--- config.mk ---
export PLATFORM = sky130hd
export DESIGN_NAME = pixel_region_logger
export DESIGN_NICKNAME = d
export VERILOG_FILES = /design/src/rtl/prl_pkg.sv /design/src/rtl/prl_ctrl.sv /design/src/rtl/prl_datapath.sv /design/src/rtl/pixel_region_logger.sv
export SDC_FILE = /design/constraint.sdc
export NUM_CORES = 1
export LEC_CHECK = 0
export BUFFER_PORTS_ARGS = -buffer_cell sky130_fd_sc_hd__buf_2
export CAP_MARGIN = 20
export CORE_MARGIN = 3
export CORE_UTILIZATION = 35
export DETAILED_ROUTE_END_ITERATION = 8
export PLACE_DENSITY = 0.56
export SLEW_MARGIN = 20
export SYNTH_ARGS = -nofsm -noshare
export SYNTH_HDL_FRONTEND = slang
export SYNTH_SLANG_ARGS = --single-unit
export TNS_END_PERCENT = 30
--- constraint.sdc ---
create_clock -name clk -period 11.12 [get_ports clk]
set_input_delay 2.78 -clock clk [delete_from_list [all_inputs] [get_ports clk]]
set_output_delay 2.78 -clock clk [all_outputs]
set_load 0.01 [all_outputs]
--- src/rtl/prl_pkg.sv ---
package prl_pkg;
  localparam int PRL_NUM_GROUPS = 7;
  localparam int PRL_GROUP_SIZE = 6;
  localparam int PRL_TS_W       = 13;
  localparam int PRL_DEPTH      = 19;
  localparam int PRL_DATA_W     = 30;

  typedef enum logic [1:0] {
    ST_IDLE  = 2'd0,
    ST_ACQ   = 2'd1,
    ST_SCAN  = 2'd2,
    ST_DRAIN = 2'd3
  } prl_state_t;

  typedef struct packed {
    logic clear;
    logic capture;
    logic scanEn;
    logic advance;
  } prl_strobe_t;
endpackage

--- src/rtl/prl_ctrl.sv ---
module prl_ctrl
  import prl_pkg::*;
#(
  parameter int NUM_GROUPS = PRL_NUM_GROUPS,
  localparam int GRP_W = $clog2(NUM_GROUPS)
) (
  input  logic             clk,
  input  logic             rstN,
  input  logic             trainStart,
  input  logic             trainEnd,
  input  logic             bxStrobe,
  input  logic             rdReady,
  input  logic             pending,
  output prl_strobe_t      stb,
  output logic [GRP_W-1:0] scanGrp,
  output logic             rdValid
);
  localparam logic [GRP_W-1:0] LAST_GRP = GRP_W'(NUM_GROUPS - 1);

  prl_state_t state, stateNxt;
  logic [GRP_W-1:0] grpNxt;

  always_comb begin
    stateNxt = state;
    grpNxt   = scanGrp;
    stb      = '0;
    if (trainStart) begin
      stb.clear = 1'b1;
      stateNxt  = ST_ACQ;
      grpNxt    = '0;
    end else begin
      case (state)
        ST_ACQ: begin
          if (bxStrobe) begin
            stb.capture = 1'b1;
            stateNxt    = ST_SCAN;
            grpNxt      = '0;
          end else if (trainEnd) begin
            stateNxt = ST_DRAIN;
          end
        end
        ST_SCAN: begin
          stb.scanEn = 1'b1;
          if (scanGrp == LAST_GRP) begin
            stateNxt = ST_ACQ;
            grpNxt   = '0;
          end else begin
            grpNxt = scanGrp + GRP_W'(1);
          end
        end
        ST_DRAIN: begin
          if (rdReady) begin
            if (pending) stb.advance = 1'b1;
            else         stateNxt    = ST_IDLE;
          end
        end
        default: ;
      endcase
    end
  end

  always_ff @(posedge clk or negedge rstN) begin
    if (!rstN) begin
      state   <= ST_IDLE;
      scanGrp <= '0;
    end else begin
      state   <= stateNxt;
      scanGrp <= grpNxt;
    end
  end

  assign rdValid = (state == ST_DRAIN);

  AST_SCAN_GAP: assert property (@(posedge clk) disable iff (!rstN)
    (state == ST_SCAN) |-> !bxStrobe);
  AST_DRAIN_HOLD: assert property (@(posedge clk) disable iff (!rstN)
    (rdValid && !rdReady && !trainStart) |=> rdValid);
  AST_END_LEAVES: assert property (@(posedge clk) disable iff (!rstN)
    (rdValid && rdReady && !pending && !trainStart) |=> !rdValid);
endmodule

--- src/rtl/prl_datapath.sv ---
module prl_datapath
  import prl_pkg::*;
#(
  parameter int NUM_GROUPS = PRL_NUM_GROUPS,
  parameter int GROUP_SIZE = PRL_GROUP_SIZE,
  parameter int TS_W       = PRL_TS_W,
  parameter int DEPTH      = PRL_DEPTH,
  parameter int DATA_W     = PRL_DATA_W,
  localparam int NUM_PIX = NUM_GROUPS * GROUP_SIZE,
  localparam int GRP_W   = $clog2(NUM_GROUPS),
  localparam int PTR_W   = $clog2(DEPTH + 1),
  localparam int REC_W   = TS_W + GRP_W + GROUP_SIZE,
  localparam int PAD_W   = DATA_W - 1 - REC_W
) (
  input  logic               clk,
  input  logic               rstN,
  input  prl_strobe_t        stb,
  input  logic [GRP_W-1:0]   scanGrp,
  input  logic               rdValid,
  input  logic [NUM_PIX-1:0] pixHit,
  input  logic               maskWr,
  input  logic [NUM_PIX-1:0] maskData,
  output logic               pending,
  output logic [DATA_W-1:0]  rdData,
  output logic               overOvf
);
  localparam logic [TS_W-1:0]  TS_MAX  = {TS_W{1'b1}};
  localparam logic [PTR_W-1:0] PTR_TOP = PTR_W'(DEPTH);

  logic [NUM_PIX-1:0]    maskReg;
  logic [NUM_PIX-1:0]    hitReg;
  logic [TS_W-1:0]       tsCnt;
  logic [TS_W-1:0]       stampReg;
  logic [PTR_W-1:0]      wrCnt;
  logic [PTR_W-1:0]      rdPtr;
  logic [REC_W-1:0]      mem [DEPTH];
  logic [GROUP_SIZE-1:0] grpPat [NUM_GROUPS];
  logic [GROUP_SIZE-1:0] curPat;
  logic                  full;

  for (genvar g = 0; g < NUM_GROUPS; g++) begin : gSlice
    assign grpPat[g] = hitReg[g*GROUP_SIZE +: GROUP_SIZE];
  end

  assign curPat  = grpPat[scanGrp];
  assign full    = (wrCnt == PTR_TOP);
  assign pending = (rdPtr != wrCnt);

  always_ff @(posedge clk or negedge rstN) begin
    if (!rstN) maskReg <= '0;
    else if (maskWr) maskReg <= maskData;
  end

  always_ff @(posedge clk or negedge rstN) begin
    if (!rstN) begin
      hitReg   <= '0;
      tsCnt    <= '0;
      stampReg <= '0;
      wrCnt    <= '0;
      rdPtr    <= '0;
      overOvf  <= 1'b0;
    end else if (stb.clear) begin
      hitReg   <= '0;
      tsCnt    <= '0;
      stampReg <= '0;
      wrCnt    <= '0;
      rdPtr    <= '0;
      overOvf  <= 1'b0;
    end else begin
      if (stb.capture) begin
        hitReg   <= pixHit & ~maskReg;
        stampReg <= tsCnt;
        if (tsCnt != TS_MAX) tsCnt <= tsCnt + TS_W'(1);
      end
      if (stb.scanEn && (curPat != '0)) begin
        if (full) overOvf <= 1'b1;
        else      wrCnt   <= wrCnt + PTR_W'(1);
      end
      if (stb.advance) rdPtr <= rdPtr + PTR_W'(1);
    end
  end

  always_ff @(posedge clk) begin
    if (stb.scanEn && (curPat != '0) && !full && !stb.clear)
      mem[wrCnt] <= {stampReg, scanGrp, curPat};
  end

  always_comb begin
    rdData = '0;
    if (rdValid && pending) rdData = {1'b1, {PAD_W{1'b0}}, mem[rdPtr]};
  end

  AST_TS_SATURATE: assert property (@(posedge clk) disable iff (!rstN)
    (tsCnt == TS_MAX && !stb.clear) |=> (tsCnt == TS_MAX));
  AST_OVF_STICKY: assert property (@(posedge clk) disable iff (!rstN)
    (overOvf && !stb.clear) |=> overOvf);
  AST_FULL_NO_WRITE: assert property (@(posedge clk) disable iff (!rstN)
    (full && !stb.clear) |=> (wrCnt == $past(wrCnt)));
  AST_READ_STEP: assert property (@(posedge clk) disable iff (!rstN)
    (stb.advance && !stb.clear) |=> (rdPtr == $past(rdPtr) + PTR_W'(1)));

  always_ff @(posedge clk) begin
    if (rstN) begin
      AST_WRCNT_BOUND: assert (wrCnt <= PTR_TOP && rdPtr <= wrCnt);
    end
  end
endmodule

--- src/rtl/pixel_region_logger.sv ---
module pixel_region_logger
  import prl_pkg::*;
#(
  parameter int NUM_GROUPS = PRL_NUM_GROUPS,
  parameter int GROUP_SIZE = PRL_GROUP_SIZE,
  parameter int TS_W       = PRL_TS_W,
  parameter int DEPTH      = PRL_DEPTH,
  parameter int DATA_W     = PRL_DATA_W,
  localparam int NUM_PIX = NUM_GROUPS * GROUP_SIZE,
  localparam int GRP_W   = $clog2(NUM_GROUPS)
) (
  input  logic               clk,
  input  logic               rstN,
  input  logic               trainStart,
  input  logic               trainEnd,
  input  logic               bxStrobe,
  input  logic [NUM_PIX-1:0] pixHit,
  input  logic               maskWr,
  input  logic [NUM_PIX-1:0] maskData,
  input  logic               rdReady,
  output logic               rdValid,
  output logic [DATA_W-1:0]  rdData,
  output logic               overOvf
);
  prl_strobe_t      stb;
  logic [GRP_W-1:0] scanGrp;
  logic             pending;

  prl_ctrl #(.NUM_GROUPS(NUM_GROUPS)) uCtrl (
    .clk(clk), .rstN(rstN), .trainStart(trainStart), .trainEnd(trainEnd),
    .bxStrobe(bxStrobe), .rdReady(rdReady), .pending(pending),
    .stb(stb), .scanGrp(scanGrp), .rdValid(rdValid)
  );

  prl_datapath #(
    .NUM_GROUPS(NUM_GROUPS), .GROUP_SIZE(GROUP_SIZE), .TS_W(TS_W),
    .DEPTH(DEPTH), .DATA_W(DATA_W)
  ) uData (
    .clk(clk), .rstN(rstN), .stb(stb), .scanGrp(scanGrp), .rdValid(rdValid),
    .pixHit(pixHit), .maskWr(maskWr), .maskData(maskData),
    .pending(pending), .rdData(rdData), .overOvf(overOvf)
  );
endmodule

### After elaboration in Yosys (flattened, before gate mapping)

Memory sizes are Yosys's and may differ from the RTL's.
Index checks and enable logic that the tools add are counted.

* bits in registers: 126
* memory bits (writable): 418
* input port bits: 91
* output and inout bits: 32
* logic and storage cells: 90
* memories kept: 1

* add/sub/neg operators: 4
* $lt $le $gt $ge: 1
* eq/ne operators: 13
* multiplexer cells: 40
* bitwise operators: 3
* reduce and logical (&&, ||, !) cells: 19

Memories
* uData.mem: depth 19, width 22, read ports 1, clocked after memory_dff 0, write ports 1, line prl_datapath.sv:36 `logic [REC_W-1:0] mem [DEPTH];`

Operators with widths (number)
* 2-to-1 mux 42 bit: 2
* 2-to-1 mux 13 bit: 5
* bitwise AND 42 bit: 1
* NOT 42 bit: 1
* 2-to-1 mux 30 bit: 1
* 2-to-1 mux 5 bit: 5
* binary-select mux 6 bit (select 3 bit): 1
* adder 13 x 1 -> 13 bit, second input constant: 1
* inequality test 13 bit, second input constant: 1
* 2-to-1 mux 1 bit: 12
* 2-to-1 mux 2 bit: 6
* 2-to-1 mux 3 bit: 4
* 2-to-1 mux 6 bit: 2
* adder 5 x 1 -> 5 bit, second input constant: 2
* nonzero test 2 bit: 5
* inequality test 3 bit, second input constant: 3
* AND reduction 2 bit: 4
* one-hot mux 2 bit (3 select lines): 1
* one-hot mux 3 bit (2 select lines): 1
* nonzero test 6 bit: 1
* == test 5 bit, second input constant: 1
* inequality test 5 bit: 1
* AND reduction 5 bit: 1
* == test 2 bit, second input constant: 2
* other kinds (12): 16

### Longest topological paths before layout

Gate-level depths: netlist (run 1).

* word-level depth: 10
* mapped depth: 9
* mapped depth without buffers: 7

### Hierarchy

A second synthesis (run 1) with hierarchy kept.

* cells, all modules: 1259
* area, all modules: 22210.1 um^2

Modules (own cells, without submodules)
* prl_datapath: times used 1, cells each 1213, area an instance 21814.7 um^2, sequential area each 15579.9 um^2
* prl_ctrl: times used 1, cells each 46, area an instance 395.4 um^2, sequential area each 125.1 um^2

### Worst setup path before layout (run 1)

Ideal clock, no wire load.

* path kind: input to register
* start: in trainStart
* end: mem uData.mem[3][0] (netlist name), enable pin
* library setup time: 0.429 ns
* arrival time: 5.042 ns
* required time: 10.691 ns
* setup slack: 5.649 ns
* stages: 4
* buffers on the path: 1
* path through: clkbuf_1 > nor3_1 > nand3_1 > nor3_1

* longest elaborated chain between the ends: 6
* elaborated cells on any way between the ends: 8
* classes of those cells: mux: 4; reduce/logical: 4

RTL lines
* start: declaration: line pixel_region_logger.sv:14 `input logic trainStart,`
* 2-to-1 mux 3 bit: line prl_ctrl.sv:27 `if (trainStart) begin`
* logical AND 1 bit (2 in series): line prl_datapath.sv:84 `if (stb.scanEn && (curPat != '0) && !full && !stb.clear)`
* logical AND 1 bit *: line prl_datapath.sv:84
* 2-to-1 mux 1 bit *: line prl_datapath.sv:84
* 2-to-1 mux 1 bit (not written as such) *: line prl_datapath.sv:85 `mem[wrCnt] <= {stampReg, scanGrp, curPat};`
* end: declaration: line prl_datapath.sv:36

Every way passes the cells marked *; elsewhere a longest branch is shown, timed or not.

### Final worst setup path (run 1)

* start: reg uData.rdPtr[0]
* end: out rdData[11]

* longest elaborated chain between the ends: 3
* elaborated cells on any way between the ends: 4
* classes of those cells: eq/ne: 1; mux: 1; reduce/logical: 1; memory: 1

RTL lines
* start: declaration: line prl_datapath.sv:35 `logic [PTR_W-1:0] rdPtr;`
* start signal: assignment: line prl_datapath.sv:79 `if (stb.advance) rdPtr <= rdPtr + PTR_W'(1);`
* parallel branches: the longest is 2 deep, another holds memory (19 x 22 bit)
* 2-to-1 mux 30 bit *: line prl_datapath.sv:90 `if (rdValid && pending) rdData = {1'b1, {PAD_W{1'b0}}, mem[rdPtr]};`
* end: declaration: line pixel_region_logger.sv:22 `output logic [DATA_W-1:0] rdData,`

Every way passes the cells marked *.

==> results.txt, run 1 <==
----------------------------------------------------
[Placement]
  Pre-CTS setup slack ... about 4.8 ns
  I/O Buffers ... between 100 and 150
  Post-detail-place hpwl ... 28400 um
  Gpl congestion ... 0.771

[Drt]
  Via count of the routed design ... roughly 11000
  Ratio of routed vias to standard cells ... between 5 and 6
  Number of optimization iterations in the first detailed-route pass ... 5
  Residual DRC ... 0
  DRC violation total after the first TritonRoute iteration ... 907
  Per-cell routed wire length ... 23.1 um
  Antenna Nets Post-Route ... 0
  Total detailed-routing wirelength ... 51700 um

[Synth]
  Number of synthesized flops with an enable pin ... 418
  Main synth FF type ... edfxtp_1
  Sequential area share after synthesis ... 72.2%
  Post-synthesis register bit count ... 544
  Portion of synthesized cell area occupied by the leading cell type ... 57.7%
  Post-synthesis average cell area ... 17.7 um2
  Synth warn ... 0
  Netlist Area Pre-Place ... around 22000 um2
  Cells taking the most area after synthesis ... edfxtp_1 (58%), dfrtp_1 (14%), mux4_2 (12%), mux2i_1 (2.6%), a32o_1 (2.0%)
  Library cell occupying the most area in the post-synthesis netlist ... edfxtp_1
  Library cells used by synthesis ... 48
  Share of flip-flops with an asynchronous set or reset ... 23.2%
  Post-synthesis instance total ... 1230

[STA]
  Final critical-path share of the clock period ... 61.2%
  Setup Viol. Count Final ... 0
  Min Tclk post-route ... 6.81 ns
  Final Slew Violations ... 0
  Peak Freq ... ~150 MHz
  Unrepaired setup endpoints after global routing ... false
  Slew HR ... 31.2%
  WHS ... 0.491 ns
  Sum of negative setup slack ... 0 ns
  Worst Slack Setup Final ... 4.31 ns
  Post-Route Skew ... 0.0202 ns
  Pin slew with the least headroom to its limit ... roughly 1.0 ns
  Number of hold violations in the final report ... 0

[Floorplan]
  Vertical extent of the die ... between 200 and 300 um
  Total die area ... 65200 um2
  Std-Cell Core Area ... 60900 um2
  Width of the die ... 255 um
  Number of placement rows ... 90
  IO Count ... 123
  Starting utilization of the core area ... between 30% and 40%

[Clocking]
  Clock tree from TritonCTS ... built
  Post-CTS setup buffer count ... 0
  Post-cts repair resize count ... 0
  Max Buffers Root-to-Sink ... 3
  Clock sink total ... ~540
  Clock edge transition at the registers on the reported setup and hold paths ... 0.06 ns
  # H-tree levels ... 2
  CTS root buf ... clkbuf_16
  Number of clock buffers inserted by TritonCTS ... 57
  Clock latency reported for the late side of the worst-skew pair ... 0.62 ns
  Number of hold buffers added after cts ... 0

[Global route]
  Wire length of the first global-routing pass ... 77200 um
  Maximum number of pins on one net before global-route repair ... 85
  Via count of the first global-routing pass ... roughly 12000
  Total GRT Usage ... 16.1%
  Total global routing overflow ... 0
  Number of antenna violations at the first check in global routing ... 5

[Worst setup path]
  Worst-path fanout max ... 45
  Depth of the most critical reg-to-reg path ... 8
  Worst Path Required ... between 8 and 9 ns
  Category of the worst setup path capture point ... output pin
  Worst setup slack for register-to-register paths ... 7.43 ns
  CP max stage cell ... dfrtp_4
  Reg-to-reg endpoint ... uData.mem[10][15]
  Cell occurring most often along the worst timing path ... mux4_2
  Critical path type ... reg2out
  Data arrival time of the critical path ... 4.03 ns
  Startpoint of the most critical register-to-register path ... uCtrl.scanGrp[1]
  Startpoint type of the worst setup path ... flop
  Max incr delay on CP ... 0.99 ns
  Cells traversed along the worst timing path ... buf_4 -> mux4_2 -> mux4_2 -> mux2i_1 -> nor2_1 -> buf_2

[Power]
  Sequential group share of total power ... 51.8%
  Comb power frac ... about 3.3%
  Total power per unit cell area ... 170 nW/um2
  Clock power share ... 44.9%
  Leakage power figure ... 8.63 nW
  Switching power ... between 0.8 and 0.9 mW
  Worst VDD drop ... 118 uV
  Int Pwr ... about 3.4 mW
  Switching fraction of total power ... 20.9%

[Final layout]
  Fill cells ... 5456
  Share of layout cells above drive strength 1 ... 26.7%
  Nets ... 1460
  Area growth from synthesis to final layout ... 16.1%

[Job]
  Number of maximum-capacitance violations ... 0

[Hold path]
  Hold worst-path end ... uData.hitReg[13]
  Hold Crit Start ... uData.hitReg[13]
  Class of the most critical hold timing path ... reg2reg
  WHS Path Cells ... 1

[Status]
  Status ... completed

----------------------------------------------------
-- final cells by class --
class | instances | area [um2] | share of cell area (%)
Clock inverter | 40 | 440 | 1.74
Antenna cell | 3 | 7.51 | 0.0297
Multi-Input combinational cell | 565 | 5560 | 22.0
Timing Repair Buffer | 148 | 842 | 3.33
Tap cell | 828 | 1040 | 4.10
Clock buffer | 68 | 1480 | 5.85
Sequential cell | 544 | 15700 | 62.2
Inverter | 47 | 176 | 0.698
-- power by group through the flow --
stage / Sequential, mW / Combinational, mW / Clock [mW]
2_1_floorplan: 2.26 / 0.0855 / 0
3_3_place_gp: 2.27 / 0.139 / 0
3_5_place_dp: 2.27 / 0.142 / 0
4_1_cts: 2.23 / 0.142 / 1.98
5_1_grt: 2.23 / 0.158 / 2.07
6_report: 2.23 / 0.140 / 1.93
-- state kept, by name (all words and copies together) (netlist names) --
| name | count |
|---|---|
| uData.hitReg | 42 |
| uCtrl.state | 2 |
| uData.mem | 418 |
| uData.stampReg | 13 |
| uData.rdPtr | 5 |
| uData.tsCnt | 13 |
| uData.wrCnt | 5 |
| uCtrl.scanGrp | 3 |
| uData.overOvf | 1 |
| uData.maskReg | 42 |
-- kinds of logic after synthesis --
kind of cell / count (synthesis) / synth area share (%)
simple gates: 208 / 4.40
flops: 544 / 72.2
buf+inv: 127 / 2.65
mux: 175 / 14.7
compound gates: 150 / 4.94
xor+xnor: 19 / 0.765
fa+ha+maj: 6 / 0.345
other cells: 1 / 0.0172
-- critical path: cells and delay by family, from the launching register on --
family,cells,cell delay (ns)
buf+inv,2,0.97
mux,3,1.37
flops,1,0.99
simple gates,1,0.07
-- cells in the final DEF, fill, tap and decap left out, types with 18 or more instances in the layout --
| master | instances |
|---|---|
| a32o_1 | 44 |
| edfxtp_1 | 418 |
| nand2_1 | 79 |
| buf_2 | 114 |
| o21ai_0 | 69 |
| nor2_1 | 46 |
| mux4_2 | 113 |
| clkbuf_16 | 57 |
| inv_1 | 47 |
| dfrtp_1 | 122 |
| mux2i_1 | 57 |
| buf_4 | 32 |
| nand3_1 | 18 |
-- worst max-delay path by stage --
stage                       to  depth (start not counted)  slack, ns      startpoint
2_1_floorplan  uData.mem[3][0]                          4       5.65      trainStart
3_3_place_gp        rdData[20]                          6       4.83  uData.rdPtr[0]
3_5_place_dp        rdData[20]                          6       4.79  uData.rdPtr[0]
4_1_cts             rdData[20]                          6       4.11  uData.rdPtr[0]
5_1_grt             rdData[20]                          6       3.97  uData.rdPtr[0]
6_report            rdData[11]                          6       4.31  uData.rdPtr[0]
-- Yosys cell counts (2+ instances only) --
| cell | number |
|---|---|
| and4_1 | 2 |
| ha_1 | 6 |
| nor3_1 | 7 |
| o2bb2ai_1 | 2 |
| and3_1 | 4 |
| a32o_1 | 44 |
| xnor2_1 | 8 |
| mux2i_1 | 57 |
| nand2b_1 | 6 |
| mux2_2 | 3 |
| nand3_1 | 18 |
| clkbuf_1 | 44 |
| dfrtp_1 | 126 |
| buf_4 | 8 |
| nor2_1 | 59 |
| nor2b_1 | 6 |
| a22o_1 | 13 |
| and2_1 | 11 |
| buf_2 | 13 |
| edfxtp_1 | 418 |
| a22oi_1 | 3 |
| nand2_1 | 79 |
| inv_1 | 47 |
| o211ai_1 | 4 |
| mux4_2 | 113 |
| buf_1 | 8 |
| nand4_1 | 6 |
| xor2_1 | 11 |
| a21oi_1 | 6 |
| o21ai_1 | 2 |
| buf_6 | 7 |
| o21ai_0 | 69 |
| nand3b_1 | 5 |
-- per-layer routing --
metal	part of all wire [%]	track usage, %
met5	0.039	0
met4	1.5	3.39
met3	5.9	3.39
met1	47	23.7
met2	46	25.0
-- metrics by stage --
step	cells	area, um2	total power, mW	utilization (%)
2_1_floorplan	1236	21800	2.35	-
3_3_place_gp	2131	23300	2.41	38.3
3_5_place_dp	2131	23300	2.41	38.3
4_1_cts	2239	25200	4.35	41.4
5_1_grt	2240	25300	4.45	41.4
6_report	2243	25300	4.30	41.5
Note: power is estimated with default switching activity, not from simulation.
==> inputs of run 2 (changes only) <==
- PLACE_DENSITY: 0.56 -> 0.57
- clock period: 11.12 -> 5.6 ns (I/O delays scaled with it)
==> run 2 against run 1 <==
Effect of this change:
- via count is 0.51% higher
- setup slack got worse by 3.4 ns
- global-route usage increased by 0.26 points
- flip-flop and latch count did not move
- combinational power rose by 100%
- largest cell class unchanged
- highest routed layer unchanged
- largest power group unchanged
==> results.txt, run 2 (same netlist as run 1, synthesis figures left out) <==
----------------------------------------------------
[STA]
  Setup Viol. Count Final ... 0
  Post-Route Skew ... 0.0532 ns
  Final Slew Violations ... 0
  Slew HR ... 29.5%
  Final critical-path share of the clock period ... a little over four fifths
  Peak Freq ... 214 MHz
  Min Tclk post-route ... approximately 4.7 ns
  Sum of negative setup slack ... 0 ns
  Unrepaired setup endpoints after global routing ... false
  Pin slew with the least headroom to its limit ... 1.06 ns
  Number of hold violations in the final report ... 0

[Drt]
  Per-cell routed wire length ... 23.2 um
  Number of optimization iterations in the first detailed-route pass ... 5
  Via count of the routed design ... roughly 11000
  DRC violation total after the first TritonRoute iteration ... 863
  Ratio of routed vias to standard cells ... 5.12
  Antenna Nets Post-Route ... 0
  Total detailed-routing wirelength ... 52100 um
  Residual DRC ... 0

[Power]
  Clock power share ... 45.0%
  Leakage power figure ... roughly 9 nW
  Int Pwr ... 6.73 mW
  Total power after layout ... 8.54 mW
  Sequential group share of total power ... 51.7%
  Worst VDD drop ... roughly 260 uV
  Comb power frac ... under 10%
  Switching fraction of total power ... 21.2%
  Switching power ... roughly 1.8 mW
  Total power per unit cell area ... 337 nW/um2

[Floorplan]
  Total die area ... 65200 um2
  Number of placement rows ... 90
  Width of the die ... 255 um
  Std-Cell Core Area ... 60900 um2
  IO Count ... 123
  Starting utilization of the core area ... 35.7%
  Vertical extent of the die ... about 260 um

[Clocking]
  Clock sink total ... approximately 540
  Clock edge transition at the registers on the reported setup and hold paths ... about 0.060 ns
  CTS root buf ... clkbuf_16
  Number of clock buffers inserted by TritonCTS ... 57
  Clock latency reported for the late side of the worst-skew pair ... between 0.6 and 0.7 ns
  Max Buffers Root-to-Sink ... 3
  Post-CTS setup buffer count ... 0
  Number of hold buffers added after cts ... 0
  Post-cts repair resize count ... 0
  # H-tree levels ... 2
  Clock tree from TritonCTS ... built

[Final layout]
  Leading cell type in the layout, fill and taps excluded ... edfxtp_1
  Nets ... 1464
  Max FFs per register ... 418
  Most flop-heavy register ... uData.mem
  Fill cells ... 5431
  Registers with the most flip-flops ... uData.mem: 418 flops, uData.hitReg: 42 flops, uData.maskReg: 42 flops
  Share of layout cells above drive strength 1 ... 27.4%
  Area growth from synthesis to final layout ... 16.7%
  Post-Layout Inst Area ... 25400 um2
  Leading cell types in the layout, fill and taps excluded ... edfxtp_1 (418), dfrtp_1 (121), buf_2 (114)

[Placement]
  Placed Instance Area ... 23400 um2
  I/O Buffers ... 115
  Gpl congestion ... 0.776
  Post-detail-place hpwl ... a little under 30000 um

[Worst setup path]
  Worst-path fanout max ... 48
  Category of the worst setup path capture point ... output pin
  Worst Path Required ... roughly 4.2 ns
  Startpoint type of the worst setup path ... flop
  Data arrival time of the critical path ... roughly 3.3 ns
  Gate family responsible for the most delay along the worst path ... multiplexers
  Bufs and invs on worst path ... 2
  CP max stage cell ... dfrtp_4
  Max incr delay on CP ... 0.88 ns
  Critical path type ... reg2out
  Cells traversed along the worst timing path ... buf_4 -> mux4_2 -> mux4_2 -> mux2i_1 -> nor2_1 -> buf_2
  Cell occurring most often along the worst timing path ... mux4_2

[Hold path]
  Class of the most critical hold timing path ... reg2reg

[Global route]
  Total global routing overflow ... 0
  Wire length of the first global-routing pass ... between 70000 and 80000 um
  Total GRT Usage ... 16.4%
  Number of antenna violations at the first check in global routing ... 6
  Via count of the first global-routing pass ... ~12000
  Maximum number of pins on one net before global-route repair ... 85

[Job]
  Number of maximum-capacitance violations ... 0

[Status]
  Status ... completed

----------------------------------------------------
run 2: power by group through the flow:
| stage | Combinational, mW | Sequential [mW] | Clock, mW |
|---|---|---|---|
| final | 0.282 | 4.42 | 3.84 |
| after global routing | 0.318 | 4.42 | 4.12 |
| after CTS | 0.287 | 4.42 | 3.95 |
| after detailed placement | 0.286 | 4.50 | 0 |
| after global placement | 0.280 | 4.50 | 0 |
| after floorplan | 0.170 | 4.49 | 0 |
run 2: through the flow:
stage | utilization [%] | setup WS [ns] | cells | hold slack [ns]
floorplan | - | 1.51 | 1236 | 0.458
detailed placement | 38.5 | 1.51 | 2136 | 0.481
global placement | 38.5 | 1.48 | 2136 | 0.474
global route | 41.6 | 0.730 | 2244 | 0.503
finish | 41.7 | 0.918 | 2245 | 0.490
CTS | 41.6 | 0.854 | 2244 | 0.495
run 2: worst paths after layout:
path,start,end,slack [ns],depth (start not counted)
worst max-delay path,uData.rdPtr[1],rdData[7],0.92,6
worst min-delay path,uData.hitReg[10],uData.hitReg[10],0.49,1
worst max register to register,uCtrl.scanGrp[0],uData.mem[12][21],1.92,8
worst min register to register,uData.hitReg[10],uData.hitReg[10],0.49,1
max in group asynchronous,rstN,uData.hitReg[40],3.89,2
min in group asynchronous,rstN,uData.hitReg[34],0.86,1
run 2: routing by layer:
metal	vias up	GRT usage [%]	part of all wire, %
li1	5079	-	-
met1	5955	23.4	45
met2	375	25.6	46
met3	82	3.77	6.6
met4	8	4.25	2.0
met5	-	0	0.096
run 2: layout make-up:
type	instances	area, um2	area share (%)
sequential	544	15700	61.9
multi-input combinational	565	5560	21.9
clock buffer	75	1550	6.12
tap	828	1040	4.08
timing repair buffer	152	943	3.72
clock inverter	33	383	1.51
inverter	47	176	0.695
antenna	1	2.50	0.00986
==> inputs of run 3 (changes only) <==
- ABC_AREA: not set -> 1
- clock period: 5.6 -> 4.2 ns (I/O delays scaled with it)
==> run 3 against run 2 <==
Effect of this change:
- power rose by 39%
- critical path type unchanged
- largest power group unchanged
- critical path depth rose by 2
- first-iteration DRC count rose by 63%
- critical endpoint is now rdData[20]
- flip-flop and latch count did not move
==> results.txt, run 3 <==
----------------------------------------------------
[Drt]
  Per-cell routed wire length ... approximately 20 um
  Total detailed-routing wirelength ... 59000 um
  Via count of the routed design ... 15300
  Ratio of routed vias to standard cells ... 5.13
  Antenna Nets Post-Route ... 0
  Residual DRC ... 0
  Number of optimization iterations in the first detailed-route pass ... 5
  DRC violation total after the first TritonRoute iteration ... 1403

[Final layout]
  Registers with the most flip-flops ... uData.mem: 418 flops, uData.hitReg: 42 flops, uData.maskReg: 42 flops
  Fill cells ... around 6100
  Nets ... 2193
  Most flop-heavy register ... uData.mem
  Post-Layout Inst Area ... between 20000 and 30000 um2
  Max FFs per register ... 418
  Leading cell types in the layout, fill and taps excluded ... edfxtp_1 (418), nand2_1 (355), o21ai_0 (264)
  Leading cell type in the layout, fill and taps excluded ... edfxtp_1
  Area growth from synthesis to final layout ... 14.8%
  Share of layout cells above drive strength 1 ... 12.9%
  Total area of multi-input combinational cells ... 5790 um2
  Combined flip-flop and latch cell area ... 15700 um2

[Synth]
  Sequential area share after synthesis ... roughly 70%
  Largest family of logic cells by synthesized area ... simple AND/OR/NAND/NOR gates
  Number of synthesized flops with an enable pin ... 418
  Library cell occupying the most area in the post-synthesis netlist ... edfxtp_1
  Post-synthesis register bit count ... 544
  Synth warn ... 0
  Top cell types by occurrence after synthesis ... edfxtp_1 (418), nand2_1 (355), o21ai_0 (264), nor2_1 (244), dfrtp_1 (126)
  Library cell with the highest instance count after synthesis ... edfxtp_1
  Portion of synthesized cell area occupied by the leading cell type ... 55.9%
  Share of flip-flops with an asynchronous set or reset ... between 20% and 30%
  Library cells used by synthesis ... 36
  Post-synthesis share of cell area spent on and, or, nand and nor gates ... 13.3%
  Fraction of synthesized cell area in xor and xnor cells ... 0.390%
  Adder-Cell Fraction of Synth Area ... less than 1%
  Netlist Area Pre-Place ... 22500 um2
  Multiplexer share of the synthesized area ... 0%
  Cells taking the most area after synthesis ... edfxtp_1 (56%), dfrtp_1 (14%), nand2_1 (5.9%), o21ai_0 (5.9%), nor2_1 (4.1%)
  Post-synthesis average cell area ... 11.2 um2
  Fraction of the mapped netlist area in compound gates ... about 11%
  Post-synthesis instance total ... 1998
  Main synth FF type ... edfxtp_1

[STA]
  Post-Route Skew ... 0.0242 ns
  Final Slew Violations ... 0
  Peak Freq ... roughly 240 MHz
  Number of hold violations in the final report ... 0
  Final critical-path share of the clock period ... 97.6%
  Setup Viol. Count Final ... 0
  Slew HR ... 37.9%
  Unrepaired setup endpoints after global routing ... true
  Min Tclk post-route ... 4.10 ns
  Pin slew with the least headroom to its limit ... a little over 0.9 ns
  Sum of negative setup slack ... 0 ns

[Worst setup path]
  Worst Path Required ... 3.15 ns
  Critical path startpoint ... uData.rdPtr[1]
  Bufs and invs on worst path ... 2
  Data arrival time of the critical path ... 3.05 ns
  Gate family responsible for the most delay along the worst path ... compound AO/OA/AOI/OAI gates
  Critical path type ... reg2out
  Max incr delay on CP ... around 0.64 ns
  CP max stage cell ... dfrtp_4
  Startpoint type of the worst setup path ... flop
  Cells traversed along the worst timing path ... buf_12 -> o21ai_0 -> o211ai_1 -> o211ai_1 -> nand2_1 -> nand2_1 -> a21oi_1 -> buf_2
  Startpoint of the most critical register-to-register path ... uCtrl.scanGrp[0]
  Category of the worst setup path capture point ... output pin
  Worst setup slack for register-to-register paths ... roughly 0.93 ns
  Worst-path fanout max ... approximately 110

[Floorplan]
  Width of the die ... 259 um
  Std-Cell Core Area ... 63300 um2
  Starting utilization of the core area ... a little over a third
  Total die area ... 67200 um2
  IO Count ... 123
  Vertical extent of the die ... roughly 260 um
  Number of placement rows ... 92

[Placement]
  Placed Instance Area ... ~24000 um2
  Post-detail-place hpwl ... approximately 34000 um
  Gpl congestion ... between 0.8 and 0.9
  I/O Buffers ... between 100 and 150

[Clocking]
  Number of clock buffers inserted by TritonCTS ... 54
  # H-tree levels ... 2
  Max Buffers Root-to-Sink ... 3
  Clock latency reported for the late side of the worst-skew pair ... 0.61 ns
  Clock tree from TritonCTS ... built
  Number of hold buffers added after cts ... 0
  CTS root buf ... clkbuf_16
  Clock sink total ... ~540
  Clock edge transition at the registers on the reported setup and hold paths ... 0.06 ns

[Global route]
  Via count of the first global-routing pass ... 15100
  Total GRT Usage ... 17.4%
  Wire length of the first global-routing pass ... 89500 um
  Number of antenna violations at the first check in global routing ... 3
  Maximum number of pins on one net before global-route repair ... 110
  Total global routing overflow ... 0

[Power]
  Total power per unit cell area ... between 400 and 500 nW/um2
  Leakage power figure ... 9.83 nW
  Worst VDD drop ... 336 uV

[Hold path]
  Class of the most critical hold timing path ... in2async

[Job]
  Number of maximum-capacitance violations ... 0

[Status]
  Status ... completed

----------------------------------------------------
-- run 3: cell count changes in the layout (fill, tap and decap cells not counted), moves of 69 or more --
cell and delta:
nand3_1 +69, o21ai_0 +195, mux4_2 -113, inv_1 +71, o22ai_1 +71, nand2_1 +276, nor2_1 +197
-- run 3: metrics by stage --
step	power, mW	hold slack (ns)	std cells	setup slack [ns]	utilization (%)
final	11.8	0.485	2987	0.0989	40.7
after global routing	12.3	0.513	2986	-0.0354	40.7
after CTS	11.9	0.474	2986	0.105	40.7
after detailed placement	7.38	0.477	2886	0.760	38.1
after global placement	7.35	0.471	2886	0.778	38.1
after floorplan	6.96	0.453	2004	0.227	-
-- run 3: path summary, 6_finish.rpt --
kind                                          end  cells after the start
max in group asynchronous       uData.maskReg[12]                      2
worst max-delay path                   rdData[20]                      8
worst min-delay path               uData.tsCnt[6]                      1
worst min register to register   uData.hitReg[22]                      2
worst max register to register   uData.mem[12][6]                     11
min in group clk                 uData.hitReg[22]                      2
-- run 3: final cells by class --
class / count / area share, %
Antenna cell: 1 / 0.00970
Clock buffer: 84 / 5.95
Clock inverter: 16 / 0.485
Inverter: 126 / 1.87
Multi-Input combinational cell: 1205 / 22.4
Sequential cell: 544 / 60.9
Tap cell: 846 / 4.10
Timing Repair Buffer: 165 / 4.21
-- run 3: timing repair --
| item | in CTS | in global routing |
|---|---|---|
| endpoints found under the setup margin | 0 | 8 |
| buffers inserted | 0 | 0 |
| gates resized for setup | 0 | 2 |
-- run 3: per-layer routing --
layer | global-route usage (%) | wire [um] | up-vias
li1 | - | - | 7162
met1 | 24.5 | 26400 | 7519
met2 | 27.3 | 26500 | 548
met3 | 3.39 | 4630 | 98
met4 | 5.12 | 1470 | 2
met5 | 0 | 13 | -
-- run 3: cells by family (layout without fill, tap and decap cells) --
kind of cell / Yosys count / in the layout
xor gates and xnor gates: 10 / 10
and+or+nand+nor: 734 / 734
other: 1 / 8
adders and majority gates: 6 / 6
buffers and inverters: 255 / 391
AOI/OAI and AO/OA: 448 / 448
DFF: 544 / 544
-- run 3: power by group --
group          internal, mW  switching (mW)  total (mW)
clock                  2.57            1.99        4.56
combinational         0.290           0.782        1.07
sequential             6.08           0.119        6.20
